`config.mk`:
```
export PLATFORM = sky130hd
export DESIGN_NAME = cfgx_ctrl
export DESIGN_NICKNAME = d
export VERILOG_FILES = /design/src/rtl/cfgx_pkg.sv /design/src/rtl/cfgx_dpbuf.sv /design/src/rtl/cfgx_regs.sv /design/src/rtl/cfgx_seq.sv /design/src/rtl/cfgx_ctrl.sv
export SDC_FILE = /design/constraint.sdc
export NUM_CORES = 1
export LEC_CHECK = 0
export CAP_MARGIN = 0
export CORE_MARGIN = 3
export CORE_UTILIZATION = 30
export DETAILED_ROUTE_END_ITERATION = 10
export PLACE_DENSITY = 0.51
export SYNTH_ARGS = -nofsm -noshare
export SYNTH_HDL_FRONTEND = slang
export SYNTH_HIERARCHICAL = 1
export SYNTH_SLANG_ARGS = --single-unit
```
`constraint.sdc`:
```
create_clock -name clk -period 3.1 [get_ports clk]
set_clock_uncertainty 0.2 [all_clocks]
set_input_delay 0.465 -clock clk [delete_from_list [all_inputs] [get_ports clk]]
set_output_delay 0.465 -clock clk [all_outputs]
set_load 0.01 [all_outputs]
```
`src/rtl/cfgx_pkg.sv`:
```
package cfgx_pkg;
  typedef enum logic [2:0] {
    SQ_IDLE,
    SQ_TURN,
    SQ_FETCH,
    SQ_LOAD,
    SQ_WAIT,
    SQ_READ
  } seq_state_e;

  localparam logic [1:0] RSEL_OFFSET = 2'd0;
  localparam logic [1:0] RSEL_SIZE   = 2'd1;
  localparam logic [1:0] RSEL_CTRL   = 2'd2;
  localparam logic [1:0] RSEL_STAT   = 2'd3;
endpackage

```
`src/rtl/cfgx_dpbuf.sv`:
```
module cfgx_dpbuf #(
  parameter int AW = 6,
  parameter int DW = 8
) (
  input  logic          clk,
  input  logic          a_en,
  input  logic          a_we,
  input  logic [AW-1:0] a_addr,
  input  logic [DW-1:0] a_wdata,
  output logic [DW-1:0] a_rdata,
  input  logic          b_we,
  input  logic [AW-1:0] b_addr,
  input  logic [DW-1:0] b_wdata,
  output logic [DW-1:0] b_rdata
);
  localparam int DEPTH = 1 << AW;

  logic [DW-1:0] mem [DEPTH];

  // Port A serves the processor; port B serves the sequencer. Both ports read synchronously.
  always_ff @(posedge clk) begin
    if (a_en) begin
      if (a_we) mem[a_addr] <= a_wdata;
      a_rdata <= mem[a_addr];
    end
    if (b_we) mem[b_addr] <= b_wdata;
    b_rdata <= mem[b_addr];
  end
endmodule

```
`src/rtl/cfgx_regs.sv`:
```
module cfgx_regs
  import cfgx_pkg::*;
#(
  parameter int AW    = 6,
  parameter int BUS_W = 32
) (
  input  logic             clk,
  input  logic             rst,
  input  logic             bus_wr_en,
  input  logic             bus_rd_en,
  input  logic [3:0]       bus_addr,
  input  logic [BUS_W-1:0] bus_wdata,
  output logic [BUS_W-1:0] bus_rdata,
  input  logic             xfer_active,
  input  logic             xfer_finish,
  output logic             start,
  output logic [AW-1:0]    start_off,
  output logic [AW:0]      start_size,
  output logic             start_dir
);
  localparam int SW = AW + 1;

  logic [AW-1:0] off_q;
  logic [SW-1:0] size_q;
  logic          dir_q;
  logic          done_q;
  logic [1:0]    sel;
  logic          wr_ok;
  logic          size_wr;

  assign sel        = bus_addr[3:2];
  assign wr_ok      = bus_wr_en && !xfer_active;
  assign size_wr    = wr_ok && (sel == RSEL_SIZE);
  assign start      = size_wr && (bus_wdata[SW-1:0] != '0);
  assign start_off  = off_q;
  assign start_size = bus_wdata[SW-1:0];
  assign start_dir  = dir_q;

  always_ff @(posedge clk) begin
    if (rst) begin
      off_q  <= '0;
      size_q <= '0;
      dir_q  <= 1'b0;
      done_q <= 1'b0;
    end else begin
      if (wr_ok) begin
        case (sel)
          RSEL_OFFSET: off_q  <= bus_wdata[AW-1:0];
          RSEL_SIZE:   size_q <= bus_wdata[SW-1:0];
          RSEL_CTRL:   dir_q  <= bus_wdata[0];
          default:     ;
        endcase
      end
      if (start) done_q <= 1'b0;
      else if (size_wr || xfer_finish) done_q <= 1'b1;
    end
  end

  always_ff @(posedge clk) begin
    if (rst) begin
      bus_rdata <= '0;
    end else if (bus_rd_en) begin
      case (sel)
        RSEL_OFFSET: bus_rdata <= {{(BUS_W-AW){1'b0}}, off_q};
        RSEL_SIZE:   bus_rdata <= {{(BUS_W-SW){1'b0}}, size_q};
        RSEL_CTRL:   bus_rdata <= {{(BUS_W-1){1'b0}}, dir_q};
        default:     bus_rdata <= {{(BUS_W-2){1'b0}}, xfer_active, done_q};
      endcase
    end
  end

  // nothing the sequencer latched can move while it is running
  a_r9_regs_frozen: assert property (@(posedge clk) disable iff (rst)
    xfer_active |=> $stable(off_q) && $stable(size_q) && $stable(dir_q));
  // a launch clears done
  a_r6_start_clears_done: assert property (@(posedge clk) disable iff (rst)
    start |=> !done_q);
  // the sequencer going idle leaves done set
  a_r6_idle_means_done: assert property (@(posedge clk) disable iff (rst)
    $fell(xfer_active) |-> done_q);
endmodule

```
`src/rtl/cfgx_seq.sv`:
```
module cfgx_seq
  import cfgx_pkg::*;
#(
  parameter int AW = 6
) (
  input  logic          clk,
  input  logic          rst,
  input  logic          start,
  input  logic [AW-1:0] start_off,
  input  logic [AW:0]   start_size,
  input  logic          start_dir,
  output logic          active,
  output logic          finish,
  output logic          buf_we,
  output logic [AW-1:0] buf_addr,
  output logic [7:0]    buf_wdata,
  input  logic [7:0]    buf_rdata,
  output logic          cfg_en,
  output logic          cfg_wr,
  output logic [7:0]    cfg_dout,
  input  logic [7:0]    cfg_din,
  input  logic          cfg_busy
);
  localparam int SW = AW + 1;
  localparam logic [SW-1:0] LAST = SW'(1);

  seq_state_e    state;
  logic [AW-1:0] addr_q;
  logic [SW-1:0] cnt_q;
  logic          dir_q;
  logic          en_q;
  logic          wr_q;
  logic [7:0]    dout_q;
  logic          moved;

  assign moved     = en_q && !cfg_busy;
  assign active    = (state != SQ_IDLE);
  assign finish    = moved && (cnt_q == LAST) && (state == SQ_WAIT || state == SQ_READ);
  assign buf_we    = (state == SQ_READ) && moved;
  assign buf_addr  = addr_q;
  assign buf_wdata = cfg_din;
  assign cfg_en    = en_q;
  assign cfg_wr    = wr_q;
  assign cfg_dout  = dout_q;

  always_ff @(posedge clk) begin
    if (rst) begin
      state  <= SQ_IDLE;
      addr_q <= '0;
      cnt_q  <= '0;
      dir_q  <= 1'b0;
      en_q   <= 1'b0;
      wr_q   <= 1'b1;
      dout_q <= '0;
    end else begin
      case (state)
        SQ_IDLE: if (start) begin
          addr_q <= start_off;
          cnt_q  <= start_size;
          dir_q  <= start_dir;
          wr_q   <= !start_dir;   // select moves only while enable is low
          state  <= SQ_TURN;
        end
        SQ_TURN: begin
          if (dir_q) begin
            en_q  <= 1'b1;
            state <= SQ_READ;
          end else begin
            state <= SQ_FETCH;
          end
        end
        SQ_FETCH: state <= SQ_LOAD;
        SQ_LOAD: begin
          dout_q <= buf_rdata;
          en_q   <= 1'b1;
          state  <= SQ_WAIT;
        end
        SQ_WAIT: if (moved) begin
          en_q   <= 1'b0;
          addr_q <= addr_q + 1'b1;
          cnt_q  <= cnt_q - 1'b1;
          state  <= (cnt_q == LAST) ? SQ_IDLE : SQ_FETCH;
        end
        SQ_READ: if (moved) begin
          addr_q <= addr_q + 1'b1;
          cnt_q  <= cnt_q - 1'b1;
          if (cnt_q == LAST) begin
            en_q  <= 1'b0;
            state <= SQ_IDLE;
          end
        end
        default: state <= SQ_IDLE;
      endcase
    end
  end

  // the direction select never moves around an enabled cycle
  a_r8_select_quiet: assert property (@(posedge clk) disable iff (rst)
    !$stable(wr_q) |-> !en_q && !$past(en_q));
  // a stalled byte, its address and the enable hold
  a_r5_stall_holds: assert property (@(posedge clk) disable iff (rst)
    en_q && cfg_busy |=> en_q && $stable(dout_q) && $stable(addr_q) && $stable(cnt_q));
  // a running transfer always has bytes left
  a_r3_count_live: assert property (@(posedge clk) disable iff (rst)
    (state != SQ_IDLE) |-> (cnt_q != '0));
  // the final byte returns the engine to idle with the port released
  a_r6_finish_idle: assert property (@(posedge clk) disable iff (rst)
    finish |=> (state == SQ_IDLE) && !en_q);
endmodule

```
`src/rtl/cfgx_ctrl.sv`:
```
module cfgx_ctrl #(
  parameter int AW    = 6,
  parameter int BUS_W = 32
) (
  input  logic             clk,
  input  logic             rst,
  input  logic             bus_wr_en,
  input  logic             bus_rd_en,
  input  logic [3:0]       bus_addr,
  input  logic [BUS_W-1:0] bus_wdata,
  output logic [BUS_W-1:0] bus_rdata,
  input  logic             mem_en,
  input  logic             mem_we,
  input  logic [AW-1:0]    mem_addr,
  input  logic [7:0]       mem_wdata,
  output logic [7:0]       mem_rdata,
  output logic             cfg_en,
  output logic             cfg_wr,
  output logic [7:0]       cfg_dout,
  input  logic [7:0]       cfg_din,
  input  logic             cfg_busy
);
  logic          active;
  logic          finish;
  logic          start;
  logic [AW-1:0] start_off;
  logic [AW:0]   start_size;
  logic          start_dir;
  logic          b_we;
  logic [AW-1:0] b_addr;
  logic [7:0]    b_wdata;
  logic [7:0]    b_rdata;

  cfgx_regs #(.AW(AW), .BUS_W(BUS_W)) regs_i (
    .clk(clk), .rst(rst),
    .bus_wr_en(bus_wr_en), .bus_rd_en(bus_rd_en), .bus_addr(bus_addr),
    .bus_wdata(bus_wdata), .bus_rdata(bus_rdata),
    .xfer_active(active), .xfer_finish(finish),
    .start(start), .start_off(start_off), .start_size(start_size), .start_dir(start_dir)
  );

  cfgx_seq #(.AW(AW)) seq_i (
    .clk(clk), .rst(rst),
    .start(start), .start_off(start_off), .start_size(start_size), .start_dir(start_dir),
    .active(active), .finish(finish),
    .buf_we(b_we), .buf_addr(b_addr), .buf_wdata(b_wdata), .buf_rdata(b_rdata),
    .cfg_en(cfg_en), .cfg_wr(cfg_wr), .cfg_dout(cfg_dout),
    .cfg_din(cfg_din), .cfg_busy(cfg_busy)
  );

  cfgx_dpbuf #(.AW(AW), .DW(8)) buf_i (
    .clk(clk),
    .a_en(mem_en), .a_we(mem_we), .a_addr(mem_addr), .a_wdata(mem_wdata), .a_rdata(mem_rdata),
    .b_we(b_we), .b_addr(b_addr), .b_wdata(b_wdata), .b_rdata(b_rdata)
  );
endmodule

```
==> results of run 1 <==
## cells in the final DEF (no fill, tap or decap), types with 25 or more instances in the layout
master / netlist / routed
mux2_2: 530 / 530
a22oi_1: 161 / 161
edfxtp_1: 520 / 520
nand3_1: 29 / 29
buf_12: 0 / 92
o22ai_1: 74 / 74
a221oi_1: 176 / 176
nand2_1: 95 / 94
nor2_1: 95 / 92
buf_4: 56 / 445
a21oi_1: 166 / 166
dfxtp_1: 57 / 54
conb_1: 1 / 25
a22o_1: 28 / 28
clkbuf_16: 0 / 72
clkdlybuf4s50_1: 0 / 42
mux2i_1: 96 / 96
o21ai_0: 114 / 113
mux4_2: 26 / 26
## layer usage
metal  up-vias  wire, um  track usage [%]
met5         -        13                0
met4         2      6760             10.1
met3       307     14200             5.63
met2      1601     67200             38.8
met1     14300     62900             34.0
li1      11800         -                -
## where the power goes
group / internal (mW) / switching (mW) / leakage, nW
logic: 0.921 / 1.39 / 8.19
registers: 8.53 / 0.0518 / 5.15
clock network: 5.05 / 3.60 / 1.12
## flip-flops by register name (all words and copies together) (netlist names)
name and cells:
buf_i/mem 512, buf_i/a_rdata 8, buf_i/b_rdata 8, seq_i/cfg_dout 8, regs_i/bus_rdata 7, regs_i/size_q 7, seq_i/cnt_q 7, regs_i/start_off 6
seq_i/buf_addr 6, seq_i/state 3, regs_i/done_q 1, regs_i/start_dir 1, seq_i/cfg_en 1, seq_i/cfg_wr 1, seq_i/dir_q 1
## metrics by stage
stage                     hold WS [ns]  setup slack, ns
after floorplan                  0.229          -0.0250
after global placement           0.241           -0.479
after detailed placement         0.244           -0.475
after CTS                        0.119          0.00622
after global routing             0.170         0.000410
final                            0.136           -0.103
## synth_stat cells (all sizes together), types with 5 or more instances
cell	number	area, um2
mux2i	96	961
a2bb2oi	6	52.6
buf	186	1170
nand4	10	62.6
nor2b	19	119
inv	9	33.8
and2	9	58.8
nand2	111	457
a221oi	178	1570
clkbuf	170	638
a22o	28	245
nand2b	14	90.1
a221o	7	70.1
dfxtp	57	1140
a21oi	167	840
nand3b	6	45.0
nor2	132	671
edfxtp	520	15600
mux4	26	586
o211ai	16	120
a21o	5	37.5
nand3	32	175
or3	15	93.8
o22ai	74	463
a211oi	10	80.1
mux2	552	6220
o21ai	126	631
a22oi	161	1210
nor3	18	106
## final timing paths
kind                                   from                        endpoint  slack (ns)  depth (start not counted)
min                                     rst   regs_i/start_dir$_SDFFE_PP0P_        0.14                          2
min reg2reg  seq_i/cfg_dout[7]$_SDFFE_PP0N_  seq_i/cfg_dout[7]$_SDFFE_PP0N_        0.26                          2
max          seq_i/buf_addr[0]$_SDFFE_PP0P_        buf_i/b_rdata[7]$_DFF_P_       -0.10                          8
max reg2reg  seq_i/buf_addr[0]$_SDFFE_PP0P_        buf_i/b_rdata[7]$_DFF_P_       -0.10                          8
## critical path, cell delays in order, from the launching register on
cell and delay [ns]:
dfxtp_4 0.44, buf_4 0.21, nor2b_4 0.67, buf_4 0.42, a221oi_1 0.14, nor3_1 0.53, a21oi_1 0.10, nand4_1 0.14
or3_1 0.23
## kinds of logic after synthesis
logic type,Yosys count,synth area share (%)
compound gates,803,16.3
simple gates,399,6.37
buf+inv,365,5.38
mux,674,22.7
other cells,1,0.0110
flops,577,49.1
xor+xnor,1,0.0257
fa+ha+maj,3,0.110
## area by class of cell
cell class                      count  area, um2
Tap cell                         1500       1880
Clock buffer                       88       1870
Clock inverter                     38        453
Sequential cell                   577      16800
Inverter                            9       33.8
Fill cell                       11000      70200
Timing Repair Buffer              599       5720
Antenna cell                        4       10.0
Multi-Input combinational cell   1906      15800
## what timing repair did
item                                    CTS  global route
resized for setup                         0             5
gates cloned                              1             0
hold buffers                              0             0
buffers inserted                          0             6
endpoints found under the setup margin    1             5
==> flow_summary.yaml, run 1 <==
final_layout:
  stdcell_count: 4721
  drive_above_1_share_pct: 41.0
  fin_util_pct: 37.7
  syn_to_final_growth_pct: 24.4
  nets: 3230
  postLayoutCellArea_mm2: 0.0425
die:
  start_util_pct: 30.3
  die_y_um: 343
  die_w_um: 343
  coreArea_mm2: 0.113
  ios: 115
  rows: 123
  dieArea_mm2: 0.118
run_status:
  violations: "negative setup slack"
  status: "finished with violations"
worst_setup_path:
  path_class: "reg2reg"
  cp.arrival_ns: 3.53
  endpoint_kind: "flip-flop"
  required_ns: 3.42
  cp-start-kind: "flip-flop"
  cp_max_fo: 13
route:
  final_antenna_net_count: 0
  vias: 28000
  wl_per_cell_um: 32.0
  dr.pass1.iters: 6
  totalWireLength_mm: 151
  first_iter_violations: 3492
  drc_errors: 0
  via_per_inst: 5.94
sta:
  fmax_mhz: 312
  setup_ws_ns: -0.103
  fin_crit_ns: 3.20
  drv_slew: 0
  min_period_over_period_pct: 103
  finalSetupViolCount: 2
  worst_pin_slew_ns: 1.30
  relSlewSlack_pct: 13.1
  hold_viol: 0
  tns_ns: -0.117
  rsz0062_at_grt: "false"
synthesis:
  netlist_area_mm2: 0.0341
  ys.flop_type: "edfxtp_1"
  synth_cells: 2823
  yosys_warnings: 6
  postSynth.asyncResetShare_pct: 0
  synth_edf_count: 520
  yosysSeqAreaShare_pct: 49.1
  syn_avg_cell_area_um2: 12.1
  synth_cell_type_count: 85
  synth_seq_cells: 577
clocking:
  worstSkewPairLatency_ns: 0.65
  cts.sinks: 577
  cts_buffer_depth: 3
  clockRootBuffer: "clkbuf_16"
  cts.clk_slew.worst_paths_ns: 0.06
  htreeDepth: 3
  numCtsBuffers: 69
  cts_tree: "yes"
power:
  cellPowerDensity_mw_per_mm2: 460
  ir_drop_mv: 0.359
  finalPower_mw: 19.5
  p_leak_nw: 14.5
global_routing:
  grt_start_max_net_pins: 65
  antenna_found_initial: 4
  grt_pass1_vias: 27400
  grtUsageTotal_pct: 25.1
  grt-ovfl-total: 0
  grt_pass1_wl_mm: 212
place:
  dp.cells: 4584
  gp_congestion: 0.991
  dpl_cell_area_mm2: 0.0401
  portBuffers: 62
  hpwl_mm: 106
job:
  cap_violations: 0
min_path:
  hold_path_class: "in2reg"
Note: power is estimated with default switching activity, not from simulation.
==> run 2: changes to the inputs <==
PLACE_DENSITY = 0.5   (was 0.51)
clock period = 3.6 ns   (was 3.1 ns; I/O delays follow)
==> run 2 against run 1 <==
- the flow now finishes without violations
- final area fell by 4.2%
- die area stayed put
- highest routed layer unchanged
- total power shrank 17%
- cell count decreased by 3.6%
- largest power group is now registers
==> flow_summary.yaml, run 2 (same netlist as run 1, synthesis figures left out) <==
clocking:
  cts_resized: 0
  cts_buffer_depth: 3
  worstSkewPairLatency_ns: 0.64
  cts.clk_slew.worst_paths_ns: 0.06
  cts.sinks: 577
  clockRootBuffer: "clkbuf_16"
  numCtsBuffers: 71
  htreeDepth: 3
  cts_setup_buffers: 0
  cts_hold_buffers: 0
  cts_tree: "yes"
global_routing:
  grt-ovfl-total: 0
  grt_pass1_wl_mm: 210
  grt_start_max_net_pins: 53
  grtUsageTotal_pct: 24.7
  grt_pass1_vias: 27700
  antenna_found_initial: 9
route:
  wl_per_cell_um: 32.8
  totalWireLength_mm: 149
  via_per_inst: 6.17
  dr.pass1.iters: 6
  final_antenna_net_count: 0
  drc_errors: 0
  vias: 28100
  first_iter_violations: 3898
min_path:
  hold_path_class: "reg2reg"
  hold_start: "seq_i/cfg_dout[6]$_SDFFE_PP0N_"
power:
  p_leak_nw: 13.5
  finalPower_mw: 16.3
  ir_drop_mv: 0.280
  cellPowerDensity_mw_per_mm2: 399
worst_setup_path:
  cpPeakStageDelay_ns: 0.76
  cp-start-kind: "flip-flop"
  crit_path_start: "seq_i/buf_addr[0]$_SDFFE_PP0P_"
  required_ns: 3.85
  slowest_stage: "or4_1"
  worstPathCellList: "nor2b_4, a221oi_1, o21ai_0, o21ai_0, or4_1"
  cp_max_fo: 17
  cpMostUsedCell: "o21ai_0"
  path_class: "reg2reg"
  cp.arrival_ns: 3.68
  r2r_start: "seq_i/buf_addr[0]$_SDFFE_PP0P_"
  endpoint_kind: "flip-flop"
sta:
  tns_ns: 0
  rsz0062_at_grt: "false"
  worst_pin_slew_ns: 1.14
  finalSetupViolCount: 0
  relSlewSlack_pct: 24.2
  holdWs_ns: 0.256
  fmax_mhz: 292
  min_period_over_period_pct: 95.2
  fin_crit_ns: 3.43
  hold_viol: 0
  drv_slew: 0
final_layout:
  largest_reg_flops: 512
  top_register: "buf_i/mem"
  seq_area_mm2: 0.0168
  fin_util_pct: 36.1
  syn_to_final_growth_pct: 19.2
  layout_common_cells: "mux2_2 (530), edfxtp_1 (520), buf_4 (307), a221oi_1 (176), a21oi_1 (166)"
  n_fill_cell: 10900
  multi_input_area_mm2: 0.0157
  nets: 3065
  postLayoutCellArea_mm2: 0.0407
  layout_commonest_cell: "mux2_2"
  drive_above_1_share_pct: 37.6
place:
  dpl_cell_area_mm2: 0.0385
  portBuffers: 62
  gp_congestion: 0.994
  hpwl_mm: 105
die:
  die_y_um: 343
  rows: 123
  coreArea_mm2: 0.113
  die_w_um: 343
  ios: 115
  dieArea_mm2: 0.118
  start_util_pct: 30.3
run_status:
  status: "finished, final reports clean"
job:
  cap_violations: 0
## run 2: cell count changes in the layout (fill, tap and decap cells not counted), sizes merged
cell	delta
clkinvlp	-5
diode	-1
clkinv	+10
buf	-167
bufinv	-6
## run 2: layout make-up
type	count	area share, %
clock inverters	37	0.655
diodes	3	0.0184
repair buffers	432	10.1
well taps	1500	4.61
multi-input cells	1906	38.7
clock buffers	88	4.67
flip-flops and latches	577	41.2
inverters	9	0.0830
## run 2: final timing paths
| check | endpoint | slack, ns | cells past startpoint |
|---|---|---|---|
| worst max-delay path | buf_i/b_rdata[6]$_DFF_P_ | 0.17 | 5 |
| worst min-delay path | seq_i/cfg_dout[6]$_SDFFE_PP0N_ | 0.26 | 2 |
| worst max register to register | buf_i/b_rdata[6]$_DFF_P_ | 0.17 | 5 |
| worst min register to register | seq_i/cfg_dout[6]$_SDFFE_PP0N_ | 0.26 | 2 |
## run 2: per-layer routing
layer	share of wire, %	up-vias	global-route usage, %
li1	-	11500	-
met1	39	14300	32.4
met2	45	1898	38.7
met3	9.9	417	5.41
met4	5.6	4	11.8
met5	0.021	-	0
## run 2: worst max-delay path, delay by kind of cell (launching register included)
| family | cells | cell delay [ns] |
|---|---|---|
| AO/OA/AOI/OAI | 3 | 0.75 |
| AND/OR/NAND/NOR | 2 | 1.51 |
| flip-flops | 1 | 0.75 |
## run 2: per-stage QoR
step,instances,worst slack (ns)
after global routing,4549,0.179
after detailed placement,4423,-0.231
after floorplan,2847,0.293
after global placement,4423,-0.204
after CTS,4548,0.0370
final,4552,0.171
## run 2: report_power, final
| group | switching, mW | internal, mW |
|---|---|---|
| Combinational | 1.19 | 0.720 |
| Sequential | 0.0450 | 7.35 |
| Clock | 2.99 | 3.96 |
